[src/rtl/mbox_pkg.sv]
// Shared constants for the mailbox register file.
// Assumes a byte-oriented control layout where the doorbell ring bit is the
// lowest bit and the pending flag is the top bit of the control byte.
package mbox_pkg;
    localparam int MB_RING_BIT = 0;

    // Number of control bytes needed to cover nreg one-bit fields of width dw.
    function automatic int mb_bytes(input int nreg, input int dw);
        return (nreg + dw - 1) / dw;
    endfunction
endpackage

[src/rtl/mbox_data_bank.sv]
// Shared data registers with two write ports.
// Does: stores NREG words of DW bits; the BMC port wins a same-register
// conflict. Reports one write strobe per register per port.
// Assumes: data registers occupy addresses 0..NREG-1 on both ports.
module mbox_data_bank #(
    parameter int NREG = 16,
    parameter int DW   = 8,
    parameter int AW   = 5
) (
    input  logic               clk,
    input  logic               rst_n,
    input  logic               h_we,
    input  logic [AW-1:0]      h_addr,
    input  logic [DW-1:0]      h_wdata,
    input  logic               b_we,
    input  logic [AW-1:0]      b_addr,
    input  logic [DW-1:0]      b_wdata,
    output logic [NREG*DW-1:0] data_flat,
    output logic [NREG-1:0]    h_hit,
    output logic [NREG-1:0]    b_hit
);
    for (genvar i = 0; i < NREG; i++) begin : g_reg
        logic [DW-1:0] word_q;

        // Decode this register's write strobe for each port.
        assign h_hit[i] = h_we && (h_addr == AW'(i));
        assign b_hit[i] = b_we && (b_addr == AW'(i));

        // Store the word; the BMC port takes priority.
        always_ff @(posedge clk) begin
            if (!rst_n)        word_q <= '0;
            else if (b_hit[i]) word_q <= b_wdata;
            else if (h_hit[i]) word_q <= h_wdata;
        end

        assign data_flat[i*DW +: DW] = word_q;
    end
endmodule

[src/rtl/mbox_side_ctrl.sv]
// Per-side interrupt control.
// Does: holds the side's doorbell pending flag, write-interrupt enables,
// masks and pending bits; produces the side's interrupt and ring pulse.
// Assumes: control block starts at address NREG; NREG is a multiple of DW.
module mbox_side_ctrl
    import mbox_pkg::*;
#(
    parameter int NREG = 16,
    parameter int DW   = 8,
    parameter int AW   = 5
) (
    input  logic            clk,
    input  logic            rst_n,
    input  logic            we,
    input  logic [AW-1:0]   addr,
    input  logic [DW-1:0]   wdata,
    input  logic            peer_ring,
    input  logic [NREG-1:0] peer_hit,
    output logic            ring,
    output logic            irq,
    output logic [DW-1:0]   csr_rdata
);
    localparam int NBYTE  = mb_bytes(NREG, DW);
    localparam int PBIT   = DW - 1;
    localparam int A_CTRL = NREG;
    localparam int A_EN   = NREG + 1;
    localparam int A_MASK = A_EN + NBYTE;
    localparam int A_PEND = A_MASK + NBYTE;

    logic            db_q;
    logic [NREG-1:0] en_q;
    logic [NREG-1:0] mask_q;
    logic [NREG-1:0] pend_q;
    logic [NREG-1:0] pend_clr;
    logic            ctrl_wr;

    assign ctrl_wr = we && (addr == AW'(A_CTRL));
    assign ring    = ctrl_wr && wdata[MB_RING_BIT];

    // Doorbell pending: a peer ring sets it, an own write-1 to the top bit clears it.
    always_ff @(posedge clk) begin
        if (!rst_n)                        db_q <= 1'b0;
        else if (peer_ring)                db_q <= 1'b1;
        else if (ctrl_wr && wdata[PBIT])   db_q <= 1'b0;
    end

    for (genvar k = 0; k < NBYTE; k++) begin : g_byte
        // Byte-wide enable register for data registers k*DW..k*DW+DW-1.
        always_ff @(posedge clk) begin
            if (!rst_n)                                en_q[k*DW +: DW] <= '0;
            else if (we && addr == AW'(A_EN + k))      en_q[k*DW +: DW] <= wdata;
        end

        // Byte-wide mask register for the same data registers.
        always_ff @(posedge clk) begin
            if (!rst_n)                                mask_q[k*DW +: DW] <= '0;
            else if (we && addr == AW'(A_MASK + k))    mask_q[k*DW +: DW] <= wdata;
        end

        // Write-1-to-clear strobes for this pending byte.
        assign pend_clr[k*DW +: DW] = (we && addr == AW'(A_PEND + k)) ? wdata : '0;
    end

    // Pending bits: new enabled peer writes set, own write-1 clears; set wins.
    always_ff @(posedge clk) begin
        if (!rst_n) pend_q <= '0;
        else        pend_q <= (pend_q & ~pend_clr) | (peer_hit & en_q);
    end

    // Interrupt: doorbell or any unmasked pending bit.
    assign irq = db_q || |(pend_q & ~mask_q);

    // Read mux for this side's control block; other addresses read 0.
    always_comb begin
        csr_rdata = '0;
        if (addr == AW'(A_CTRL)) csr_rdata[PBIT] = db_q;
        for (int k = 0; k < NBYTE; k++) begin
            if (addr == AW'(A_EN + k))   csr_rdata = en_q[k*DW +: DW];
            if (addr == AW'(A_MASK + k)) csr_rdata = mask_q[k*DW +: DW];
            if (addr == AW'(A_PEND + k)) csr_rdata = pend_q[k*DW +: DW];
        end
    end
endmodule

[src/rtl/mbox_rd_sel.sv]
// Read-data selector for one port.
// Does: returns the addressed data register, otherwise the side's control read.
// Assumes: the control block returns 0 for addresses it does not decode.
module mbox_rd_sel #(
    parameter int NREG = 16,
    parameter int DW   = 8,
    parameter int AW   = 5
) (
    input  logic [AW-1:0]      addr,
    input  logic [NREG*DW-1:0] data_flat,
    input  logic [DW-1:0]      csr_rdata,
    output logic [DW-1:0]      rdata
);
    // Pick a data register when the address falls in the shared range.
    always_comb begin
        rdata = csr_rdata;
        for (int i = 0; i < NREG; i++) begin
            if (addr == AW'(i)) rdata = data_flat[i*DW +: DW];
        end
    end
endmodule

[src/rtl/mbox_regfile.sv]
// Dual-port mailbox register file, top level.
// Does: joins the shared data bank with one interrupt control block per side
// and one read selector per side; each side's doorbell and data writes feed
// the other side's control block.
// Assumes: both ports share one clock; reads are combinational.
module mbox_regfile #(
    parameter int NREG = 16,
    parameter int DW   = 8,
    parameter int AW   = 5
) (
    input  logic          clk,
    input  logic          rst_n,
    input  logic          h_wr,
    input  logic [AW-1:0] h_addr,
    input  logic [DW-1:0] h_wdata,
    output logic [DW-1:0] h_rdata,
    output logic          h_irq,
    input  logic          b_wr,
    input  logic [AW-1:0] b_addr,
    input  logic [DW-1:0] b_wdata,
    output logic [DW-1:0] b_rdata,
    output logic          b_irq
);
    logic [NREG*DW-1:0] data_flat;
    logic [NREG-1:0]    h_hit;
    logic [NREG-1:0]    b_hit;
    logic               h_ring;
    logic               b_ring;
    logic [DW-1:0]      h_csr;
    logic [DW-1:0]      b_csr;

    mbox_data_bank #(.NREG(NREG), .DW(DW), .AW(AW)) u_bank (
        .clk(clk), .rst_n(rst_n),
        .h_we(h_wr), .h_addr(h_addr), .h_wdata(h_wdata),
        .b_we(b_wr), .b_addr(b_addr), .b_wdata(b_wdata),
        .data_flat(data_flat), .h_hit(h_hit), .b_hit(b_hit)
    );

    mbox_side_ctrl #(.NREG(NREG), .DW(DW), .AW(AW)) u_host_ctl (
        .clk(clk), .rst_n(rst_n),
        .we(h_wr), .addr(h_addr), .wdata(h_wdata),
        .peer_ring(b_ring), .peer_hit(b_hit),
        .ring(h_ring), .irq(h_irq), .csr_rdata(h_csr)
    );

    mbox_side_ctrl #(.NREG(NREG), .DW(DW), .AW(AW)) u_bmc_ctl (
        .clk(clk), .rst_n(rst_n),
        .we(b_wr), .addr(b_addr), .wdata(b_wdata),
        .peer_ring(h_ring), .peer_hit(h_hit),
        .ring(b_ring), .irq(b_irq), .csr_rdata(b_csr)
    );

    mbox_rd_sel #(.NREG(NREG), .DW(DW), .AW(AW)) u_host_rd (
        .addr(h_addr), .data_flat(data_flat), .csr_rdata(h_csr), .rdata(h_rdata)
    );

    mbox_rd_sel #(.NREG(NREG), .DW(DW), .AW(AW)) u_bmc_rd (
        .addr(b_addr), .data_flat(data_flat), .csr_rdata(b_csr), .rdata(b_rdata)
    );
endmodule

[config.mk]
export PLATFORM = sky130hd
export DESIGN_NAME = mbox_regfile
export DESIGN_NICKNAME = d
export VERILOG_FILES = /design/src/rtl/mbox_pkg.sv /design/src/rtl/mbox_data_bank.sv /design/src/rtl/mbox_side_ctrl.sv /design/src/rtl/mbox_rd_sel.sv /design/src/rtl/mbox_regfile.sv
export SDC_FILE = /design/constraint.sdc
export NUM_CORES = 1
export LEC_CHECK = 0
export BUFFER_PORTS_ARGS = -buffer_cell sky130_fd_sc_hd__buf_2
export CORE_ASPECT_RATIO = 0.7
export CORE_MARGIN = 4
export CORE_UTILIZATION = 48
export CTS_BUF_LIST = sky130_fd_sc_hd__clkbuf_2
export CTS_CLUSTER_DIAMETER = 120
export DETAILED_ROUTE_END_ITERATION = 12
export GPL_TIMING_DRIVEN = 0
export HOLD_SLACK_MARGIN = 0.15
export PLACE_DENSITY_LB_ADDON = 0.12
export REMOVE_ABC_BUFFERS = 1
export SLEW_MARGIN = 0
export SYNTH_ARGS = -nofsm -noshare
export SYNTH_HDL_FRONTEND = slang
export SYNTH_SLANG_ARGS = --single-unit
[constraint.sdc]
create_clock -name clk -period 5.06 [get_ports clk]
set_input_delay 1.012 -clock clk [delete_from_list [all_inputs] [get_ports clk]]
set_output_delay 1.012 -clock clk [all_outputs]
set_load 0.01 [all_outputs]
==> out/metrics.yaml, run 1 <==
flow_run:
  cap_violations: 0
synth:
  synthArstFlopShare_pct: 0
  synth_flop_cell: "dfxtp_1"
  synth_cells: 1817
  syn_area_per_cell_um2: 7.59
  yosys_warnings: 0
  synth_edf_count: 0
  yosysSeqAreaShare_pct: 32.8
  ys_seq_elements: 226
  synth.distinct_cells: 77
  syn-cell-area_mm2: 0.0138
floorplan:
  initial_core_util_pct: 49.1
  core_area_mm2: 0.0281
  fp.dieArea_mm2: 0.0315
  num_rows: 51
  die_w_um: 211
  die_h_um: 150
  ioPinCount: 48
layout:
  final_cells: 2166
  area_delta_synth_final_pct: 4.96
  final_cell_mix: "nor2_1 (266), dfxtp_1 (226), nand2_1 (209), mux2i_1 (129), nand3_1 (119)"
  drive_above_1_share_pct: 10.6
  final_util_pct: 51.6
  final_common_cell: "nor2_1"
  finalNetCount: 1783
  nFillCells: 2840
pwr:
  power_switching_uw: 1290
  comb_power_share_pct: 15.0
  p_clk_share_pct: 35.5
  seq_power_share_pct: 49.6
  finalPower_uw: 3700
  p_leak_uw: 0.00547
  power-per-cell-area_mw_per_mm2: 255
  peakVddDrop_uv: 169
  sw_frac_of_total_pct: 34.9
  p_int_uw: 2410
clock_network:
  htreeDepth: 2
  cts_max_path_buffers: 3
  worstSkewPairLatency_ns: 0.99
  cts_made_buffers: 56
  cts_tree: "done"
  path_clk_slew_ns: 0.10
  root_buffer: "clkbuf_2"
  clock_sinks: 226
  cts_setup_buffers: 0
detailed_routing:
  wirelength_um: 64100
  via_per_inst: 7.02
  via_count: 15200
  ant_nets: 0
  drt-pass1-iter-count: 6
  drc: 0
  wire_per_inst_um: 29.6
  drt_iter0_markers: 2835
global_routing:
  grt_pass1_wl_um: 93400
  grt_pass1_vias: 13900
  grt_start_max_net_pins: 126
  grt_overflow: 0
  grt_use_total_pct: 39.3
  antenna_found_initial: 1
worst_hold_path:
  hold_class: "flop to flop"
timing:
  layout_min_cycle_time_ns: 5.12
  finalHoldViolCount: 0
  finalSetupTns_ns: -0.106
  fin_ws_ns: -0.0610
  maxSlewHeadroom_pct: 1.81
  rsz0062_at_grt: "false"
  worstMarginPinSlew_ns: 1.47
  min_period_over_period_pct: 101
  clock.fmax_mhz: 195
  fin_skew_ns: 0.0478
  finalSetupViolCount: 3
  drv_slew: 0
run_status:
  status: "complete, but fails checks"
  violations: "setup timing"
worst_setup_path:
  crit_fanout: 73
  crit_path_end_kind: "output port"
  critPathTopFamily: "simple AND/OR/NAND/NOR gates"
  slowest_stage: "nor2_1"
  critical_path.max_stage_delay_ns: 1.22
  cp.arrival_ns: 4.11
  critical_path_class: "input pin to output port"
  crit_path_cell_trace: "buf_4 > nor2_1 > nand3_1 > a22oi_1 > o31ai_1 > a22o_1 > a21oi_1 > buf_2"
  crit_required_ns: 4.05
  cp.buffers_inverters: 2
  crit_path_start_kind: "input pin"
placed_design:
  place.port_buffers: 47
  dp.cells: 2066
  place.detailed.hpwl_um: 42100
  gp_congestion: 0.989
through the flow:
stage / cell area (um^2) / setup slack, ns / hold WS [ns]
3_5_place_dp: 13900 / -0.916 / 0.478
5_1_grt: 14500 / 0.0119 / 0.522
4_1_cts: 14400 / 0.00485 / 0.481
3_3_place_gp: 13700 / -1.11 / 0.469
6_report: 14500 / -0.0610 / 0.500
2_1_floorplan: 13000 / 1.38 / 0.445
cell type report:
type | instances | area, um^2 | area share (%)
multi-input cells | 1355 | 8370 | 57.8
flip-flops and latches | 226 | 4520 | 31.3
clock inverters | 21 | 111 | 0.769
inverters | 60 | 236 | 1.63
well taps | 371 | 464 | 3.21
repair buffers | 54 | 377 | 2.60
diodes | 1 | 2.50 | 0.0173
clock buffers | 78 | 390 | 2.70
power groups by stage:
| stage | clock, uW | sequential [uW] | combinational [uW] |
|---|---|---|---|
| floorplan | 0 | 1860 | 226 |
| global placement | 0 | 1870 | 508 |
| detailed placement | 0 | 1870 | 517 |
| CTS | 1320 | 1830 | 520 |
| global route | 1400 | 1830 | 567 |
| finish | 1310 | 1830 | 553 |
synthesized netlist by cell type, drive strengths merged, types with 8 or more instances:
master  count  share of area [%]
nor2      271                7.4
dfxtp     226                 33
nand2     209                5.7
mux2i     129                9.4
nand3     119                4.3
clkbuf    114                3.1
a21oi      79                2.9
a311oi     73                4.6
a211oi     72                4.0
buf        62                2.4
inv        58                1.6
o21ai      53                1.9
nor3       34                1.6
a22oi      30                1.6
o22ai      30                1.4
a32oi      23                1.5
nor2b      22                1.0
a31oi      15               0.68
nand2b     15               0.68
a221oi     13               0.83
and3        9               0.41
o211ai      9               0.49
o32ai       9               0.71
or3         9               0.41
a222oi      8               0.58
nand4       8               0.36
metal layers:
| metal | wire (um) | track usage [%] |
|---|---|---|
| met5 | 0 | 0 |
| met4 | 2680 | 14.6 |
| met3 | 9850 | 13.6 |
| met2 | 24700 | 52.8 |
| met1 | 26900 | 57.6 |
sequential cells by signal, indices dropped and copies added, names as in the netlist:
name / flops
u_bank.g.word_q: 128
u_bmc_ctl.en_q: 16
u_bmc_ctl.mask_q: 16
u_bmc_ctl.pend_q: 16
u_host_ctl.en_q: 16
u_host_ctl.mask_q: 16
u_host_ctl.pend_q: 16
u_bmc_ctl.db_q: 1
u_host_ctl.db_q: 1
worst min-delay path, cell delays in order, from the launching register on:
cell and delay, ns:
dfxtp_1 0.35, nand2_1 0.06, a21oi_1 0.05
cell families (layout without fill, tap and decap cells):
kind of cell	Yosys count	after routing	share of synthesized area [%]
multiplexers	142	142	10.9
AO/OA/AOI/OAI	482	482	25.4
buffers and inverters	236	213	7.09
other	0	1	0
flip-flops	226	226	32.8
AND/OR/NAND/NOR	731	731	23.8
timing repair:
| action | in CTS | in global routing |
|---|---|---|
| endpoints found under the hold margin | 0 | 0 |
| setup endpoints to repair | 11 | 12 |
| hold buffers | 0 | 0 |
| resized for setup | 8 | 11 |
path summary, 6_finish.rpt:
check	from	to	slack, ns	cells after the start
hold reg to reg	u_bmc_ctl.en_q[4]	u_bmc_ctl.en_q[4]	0.50	2
hold / removal	u_bmc_ctl.en_q[4]	u_bmc_ctl.en_q[4]	0.50	2
setup reg to reg	u_bank.g_reg[0].word_q[3]	u_bank.g_reg[0].word_q[3]	4.03	2
setup / recovery	b_addr[1]	b_rdata[5]	-0.06	8
Power figures use the tool's default switching activity.
==> run 2: changes to the inputs <==
--- a/config.mk
+++ b/config.mk
@@ -9,7 +9,7 @@
 export CORE_ASPECT_RATIO = 0.7
 export CORE_MARGIN = 4
 export CORE_UTILIZATION = 48
-export CTS_BUF_LIST = sky130_fd_sc_hd__clkbuf_2
+export CTS_BUF_LIST = sky130_fd_sc_hd__clkbuf_2 sky130_fd_sc_hd__clkbuf_4 sky130_fd_sc_hd__clkbuf_8
 export CTS_CLUSTER_DIAMETER = 120
 export DETAILED_ROUTE_END_ITERATION = 12
 export GPL_TIMING_DRIVEN = 0
==> out/metrics.yaml, run 2 (synthesis results as in run 1) <==
run_status:
  status: "complete, but fails checks"
  violations: "capacitance limit, setup timing"
global_routing:
  grt_start_max_net_pins: 126  # unchanged
  grt_use_total_pct: 39.4  # about the same
  grt_overflow: 0  # unchanged
  antenna_found_initial: 0  # -1
  grt_pass1_wl_um: 93400  # about the same
  grt_pass1_vias: 13800  # -0.85%
worst_hold_path:
  hold_path_end: "u_bmc_ctl.en_q[4]"
  hold_class: "flop to flop"
  hold_depth: 2  # unchanged
  worstHoldStart: "u_bmc_ctl.en_q[4]"
detailed_routing:
  via_per_inst: 7.02  # about the same
  drt_iter0_markers: 2503  # -12%
  drc: 0  # unchanged
  drt-pass1-iter-count: 7  # +1
  via_count: 15000  # -1.4%
  wirelength_um: 64000  # about the same
  wire_per_inst_um: 30.0  # +1.3%
  ant_nets: 0  # unchanged
clock_network:
  clock_sinks: 226  # unchanged
  path_clk_slew_ns: 0.06  # -0.04 ns
  cts_max_path_buffers: 3  # unchanged
  root_buffer: "clkbuf_8"
  cts_tree: "done"
  htreeDepth: 2  # unchanged
  worstSkewPairLatency_ns: 0.59  # -0.40 ns
  cts_made_buffers: 39  # -30%
placed_design:
  post_dp_cell_area_mm2: 0.0139  # unchanged
  gp_congestion: 0.989  # unchanged
  dp.cells: 2066  # unchanged
  place.port_buffers: 47  # unchanged
  place.detailed.hpwl_um: 42100  # unchanged
flow_run:
  cap_violations: 1  # +1
floorplan:
  die_w_um: 211  # unchanged
  core_area_mm2: 0.0281  # unchanged
  num_rows: 51  # unchanged
  die_h_um: 150  # unchanged
  initial_core_util_pct: 49.1  # unchanged
  fp.dieArea_mm2: 0.0315  # unchanged
  ioPinCount: 48  # unchanged
layout:
  finalNetCount: 1769  # -0.79%
  finalInstanceArea_mm2: 0.0149  # +2.7%
  final_cells: 2137  # -1.3%
  largest_reg_flops: 128  # unchanged
  final_cell_mix: "nor2_1 (266), dfxtp_1 (226), nand2_1 (209), mux2i_1 (129), nand3_1 (119)"
  regMostFlops: "u_bank.g.word_q"
  drive_above_1_share_pct: 9.97  # -0.68 points
  nFillCells: 2776  # -2.3%
  final_util_pct: 52.9  # +1.4 points
  final_common_cell: "nor2_1"
  num_antenna_cells: 0  # -1
  area_delta_synth_final_pct: 7.79
timing:
  finalSetupViolCount: 1  # -2
  drv_slew: 0  # unchanged
  fin_skew_ns: 0.00940  # -0.0384 ns
  maxSlewHeadroom_pct: 0.326  # -1.5 points
  rsz0062_at_grt: "false"
  clock.fmax_mhz: 195  # -0.27%
  worstMarginPinSlew_ns: 1.49  # +0.0222 ns
  min_period_over_period_pct: 101  # +0.27 points
  layout_min_cycle_time_ns: 5.13  # +0.0138 ns
  finalHoldViolCount: 0  # unchanged
  fin_ws_ns: -0.0748  # -0.0138 ns
  holdWs_ns: 0.493  # -0.00717 ns
pwr:
  p_int_uw: 3020  # +25%
  p_clk_share_pct: 44.6  # +9.1 points
  p_leak_uw: 0.00556  # +1.6%
  seq_power_share_pct: 42.5  # -7.1 points
  power-per-cell-area_mw_per_mm2: 290  # +14%
  finalPower_uw: 4320  # +17%
  peakVddDrop_uv: 230  # +36%
  comb_power_share_pct: 12.9  # -2.1 points
  power_switching_uw: 1300  # +0.76%
  sw_frac_of_total_pct: 30.1  # -4.8 points
worst_setup_path:
  r2r_setup_slack_ns: 4.07  # +0.04 ns
  crit_path_start_kind: "input pin"
  r2r-end: "u_bank.g_reg[0].word_q[3]"
  crit_required_ns: 4.05  # about the same
  crit_path_end_kind: "output port"
  crit_fanout: 66  # -9.6%
  worstRegToRegCells: 2  # unchanged
  cp.arrival_ns: 4.12  # about the same
  r2r_start: "u_bank.g_reg[0].word_q[3]"
  critical_path_class: "input pin to output port"
[run 2: how the worst max path moves through the flow]
stage | startpoint | to | slack (ns) | cells past startpoint
after global routing | b_addr[0] | b_rdata[5] | 0.01 | 8
final | b_addr[0] | b_rdata[5] | -0.07 | 8
after detailed placement | h_addr[1] | h_rdata[1] | -0.92 | 7
after floorplan | b_addr[0] | b_rdata[1] | 1.38 | 6
after CTS | h_addr[2] | h_rdata[4] | 0.005 | 6
after global placement | b_addr[0] | b_rdata[7] | -1.11 | 7
[run 2: power groups by stage]
stage,logic (uW),registers [uW],clock network [uW]
6_report,556,1830,1930
5_1_grt,571,1830,2010
4_1_cts,520,1830,1930
3_5_place_dp,517,1870,0
3_3_place_gp,508,1870,0
2_1_floorplan,226,1860,0
[run 2: what timing repair did]
item	4_1_cts	5_1_grt
setup endpoints to repair	11	14
buffers inserted	0	3
hold buffers	0	0
resized for setup	8	12
[run 2: critical path, cell delays in order]
cell,delay (ns)
buf_4,0.39
nor2_1,1.24
nand3_1,0.19
a22oi_1,0.41
o31ai_1,0.17
a22o_1,0.26
a21oi_1,0.23
buf_2,0.18
[run 2: routing by layer]
layer / part of all wire [%] / GRT usage [%] / wire length [um] / up-vias
met1: 42 / 57.0 / 26900 / 7167
met2: 38 / 52.4 / 24400 / 1132
met4: 4.6 / 14.5 / 2970 / 0
li1: - / - / - / 6503
met5: 0 / 0 / 0 / -
met3: 15 / 15.2 / 9740 / 203
[run 2: stage by stage]
step                setup TNS, ns  worst slack (ns)
CTS                             0           0.00485
floorplan                       0              1.38
finish                    -0.0748           -0.0748
global route                    0            0.0133
global placement           -35.50             -1.11
detailed placement          -5.89            -0.916
[run 2: layout make-up]
class | instances | area (um^2) | area share, %
Multi-Input combinational cell | 1355 | 8380 | 56.4
Clock inverter | 11 | 136 | 0.918
Clock buffer | 57 | 728 | 4.90
Timing Repair Buffer | 57 | 395 | 2.66
Sequential cell | 226 | 4520 | 30.4
Inverter | 60 | 236 | 1.59
Tap cell | 371 | 464 | 3.12
==> run 3: changes to the inputs <==
--- a/config.mk
+++ b/config.mk
@@ -14,9 +14,10 @@
 export DETAILED_ROUTE_END_ITERATION = 12
 export GPL_TIMING_DRIVEN = 0
 export HOLD_SLACK_MARGIN = 0.15
-export PLACE_DENSITY_LB_ADDON = 0.12
+export PLACE_DENSITY = 0.6
 export REMOVE_ABC_BUFFERS = 1
 export SLEW_MARGIN = 0
 export SYNTH_ARGS = -nofsm -noshare
 export SYNTH_HDL_FRONTEND = slang
+export SYNTH_HIERARCHICAL = 1
 export SYNTH_SLANG_ARGS = --single-unit
==> out/metrics.yaml, run 3 <==
detailed_routing:
  ant_nets: 0  # unchanged
  drt_iter0_markers: 2499  # -0.16%
  drt-pass1-iter-count: 7  # unchanged
  wirelength_um: 65300  # +2.0%
  wire_per_inst_um: 29.7  # -0.99%
  drc: 0  # unchanged
  via_per_inst: 7.11  # +1.3%
  via_count: 15700  # +4.3%
timing:
  clock.fmax_mhz: 196  # +0.89%
  fin_ws_ns: -0.0296  # +0.0452 ns
  maxSlewHeadroom_pct: -4.06  # -4.4 points
  finalSetupViolCount: 1  # unchanged
  finalHoldViolCount: 0  # unchanged
  fin_skew_ns: 0.0309  # +0.0215 ns
  min_period_over_period_pct: 101  # -0.89 points
  layout_min_cycle_time_ns: 5.09  # -0.0452 ns
  drv_slew: 15  # +15
  worstMarginPinSlew_ns: 1.56  # +0.0679 ns
  rsz0062_at_grt: "false"
pwr:
  p_leak_uw: 0.00533  # -4.0%
  finalPower_uw: 4260  # -1.2%
  comb_power_share_pct: 14.5  # +1.6 points
  seq_power_share_pct: 42.7  # +0.2 points
  sw_frac_of_total_pct: 30.4  # +0.29 points
  peakVddDrop_uv: 178  # -23%
  power-per-cell-area_mw_per_mm2: 269  # -7.2%
  power_switching_uw: 1300  # -0.24%
  p_int_uw: 2970  # -1.6%
  p_clk_share_pct: 42.8  # -1.8 points
clock_network:
  cts_max_path_buffers: 3  # unchanged
  cts_setup_buffers: 0  # unchanged
  root_buffer: "clkbuf_8"
  hold_buffers: 0  # unchanged
  clock_sinks: 226  # unchanged
  htreeDepth: 2  # unchanged
  cts_tree: "done"
  cts_made_buffers: 40  # +2.6%
  path_clk_slew_ns: 0.06  # about the same
  worstSkewPairLatency_ns: 0.58  # about the same
synth:
  yosys.area.top_type: "dfxtp_1"
  yosysSeqAreaShare_pct: 30.5  # -2.3 points
  yosys.area.top_type_share_pct: 30.5  # -2.3 points
  syn-cell-area_mm2: 0.0148  # +7.6%
  netlist_top_cells_area: "dfxtp_1 (30%), mux2i_1 (7.6%), o31ai_1 (6.6%)"
  synth.distinct_cells: 66  # -14%
  syn_area_per_cell_um2: 7.94  # +4.6%
  synth_edf_count: 0  # unchanged
  synthArstFlopShare_pct: 0  # unchanged
  synth_most_common_cell: "dfxtp_1"
  ys_seq_elements: 226  # unchanged
  synthTopCellsByCount: "dfxtp_1 (226), o21ai_0 (186), nand2_1 (162), a31oi_1 (146), o31ai_1 (130)"
  yosys_warnings: 6  # +6
  synth_cells: 1870  # +2.9%
  synth_flop_cell: "dfxtp_1"
run_status:
  status: "complete, but fails checks"
  violations: "capacitance limit, slew limit, setup timing"
layout:
  regMostFlops: "u_bank/g.word_q"
  num_antenna_cells: 0  # unchanged
  area_delta_synth_final_pct: 6.64
  final_util_pct: 52.3  # -0.59 points
  nFillCells: 2958  # +6.6%
  final_common_cell: "dfxtp_1"
  finalInstanceArea_mm2: 0.0158  # +6.5%
  drive_above_1_share_pct: 11.3  # +1.3 points
  finalNetCount: 1791  # +1.2%
  final_cell_mix: "dfxtp_1 (226), o21ai_0 (186), nand2_1 (162), a31oi_1 (146), o31ai_1 (130)"
  largest_reg_flops: 128  # unchanged
floorplan:
  ioPinCount: 48  # unchanged
  die_h_um: 155  # +3.5%
  initial_core_util_pct: 49.1  # about the same
  fp.dieArea_mm2: 0.0338  # +7.3%
  core_area_mm2: 0.0302  # +7.7%
  num_rows: 53  # +3.9%
  die_w_um: 218  # +3.6%
global_routing:
  grt_start_max_net_pins: 134  # +6.3%
  grt_overflow: 0  # unchanged
  grt_use_total_pct: 37.1  # -2.3 points
  grt_pass1_vias: 14400  # +4.6%
  antenna_found_initial: 1  # +1
  grt_pass1_wl_um: 95800  # +2.5%
worst_setup_path:
  cp.buffers_inverters: 2  # unchanged
  cp.depth: 6  # -2
  crit_start: "b_addr[1]"
  r2r_start: "u_bank/g_reg[10].word_q[6]"
  critical_path.max_stage_delay_ns: 0.92  # -0.32 ns
  slowest_stage: "a2111oi_0"
  crit_path_end_kind: "output port"
  crit_path_cell_trace: "buf_2 > and2_1 > and3b_1 > a2111oi_0 > a211oi_1 > buf_2"
  r2r_setup_slack_ns: 4.19  # +0.12 ns
  crit_path_start_kind: "input pin"
  crit_required_ns: 4.05  # about the same
  cp.arrival_ns: 4.08  # -0.04 ns
  worstRegToRegCells: 2  # unchanged
  cp_common_cell: "buf_2"
  crit_fanout: 49  # -26%
  critical_path_class: "input pin to output port"
  r2r-end: "u_bank/g_reg[10].word_q[6]"
  critPathTopFamily: "compound AO/OA/AOI/OAI gates"
placed_design:
  place.port_buffers: 47  # unchanged
  gp_congestion: 1.02  # +3.2%
  place.detailed.hpwl_um: 43000  # +2.1%
  post_dp_cell_area_mm2: 0.0149  # +7.4%
  preCtsSetupSlack_ns: -0.234  # +0.682 ns
worst_hold_path:
  hold_class: "flop to flop"
  hold_depth: 2  # unchanged
  worstHoldStart: "u_bmc_ctl/en_q[15]"
  hold_path_end: "u_bmc_ctl/pend_q[15]"
flow_run:
  cap_violations: 4  # +3
-- run 3: cell count changes after synthesis, moves of 28 or more --
cell / before / now
nand3_1: 119 / 58
o31ai_1: 5 / 130
a31oi_1: 15 / 146
a211oi_1: 70 / 30
nor2_1: 270 / 50
o21ai_0: 49 / 186
a21oi_1: 79 / 10
nand2_1: 209 / 162
nor2b_1: 22 / 85
a22oi_1: 30 / 2
a21boi_0: 0 / 32
a311oi_1: 73 / 2
-- run 3: cell type report --
cell class / count / area [um^2] / share of cell area, %
multi-input cells: 1359 / 9120 / 57.6
flip-flops and latches: 226 / 4520 / 28.6
clock buffers: 61 / 783 / 4.95
repair buffers: 64 / 572 / 3.61
well taps: 412 / 515 / 3.26
inverters: 70 / 267 / 1.68
clock inverters: 9 / 51.3 / 0.324
-- run 3: cells by family after synthesis --
group	after synthesis	share of synthesized area (%)
compound gates	670	30.2
buf+inv	285	8.77
flops	226	30.5
mux	128	8.77
simple gates	561	21.8
-- run 3: per-stage QoR --
stage,cells,hold WS [ns],TNS [ns]
final,2201,0.453,-0.0296
after detailed placement,2129,0.460,-0.940
after floorplan,1655,0.441,0
after global routing,2201,0.484,0
after CTS,2199,0.448,0
after global placement,2114,0.454,-81.34
-- run 3: metal layers --
layer	share of wire, %	vias up	global-route usage [%]
met4	3.1	0	11.0
met5	0	-	0
li1	-	6745	-
met1	44	7633	55.5
met3	14	140	10.9
met2	40	1133	51.0
-- run 3: worst max-delay path by stage --
stage	slack [ns]	endpoint
6_report	-0.03	b_rdata[2]
5_1_grt	0.006	h_rdata[7]
4_1_cts	0.04	h_rdata[7]
3_5_place_dp	-0.23	h_rdata[7]
3_3_place_gp	-1.57	h_rdata[2]
2_1_floorplan	1.14	b_rdata[1]
-- run 3: power by group through the flow --
stage	registers [uW]	logic (uW)	clock network (uW)
floorplan	1850	263	0
global placement	1860	572	0
detailed placement	1860	582	0
CTS	1820	585	1840
global route	1820	636	1920
finish	1820	618	1820
-- run 3: timing repair --
action                                  CTS  global route
endpoints found under the hold margin     0             0
endpoints found under the setup margin    7             3
resized for setup                         3             3
-- run 3: worst reg2reg max path: stages, from the launching register on --
cell,delay [ns]
dfxtp_1,0.39
o21ai_0,0.13
a31oi_1,0.27
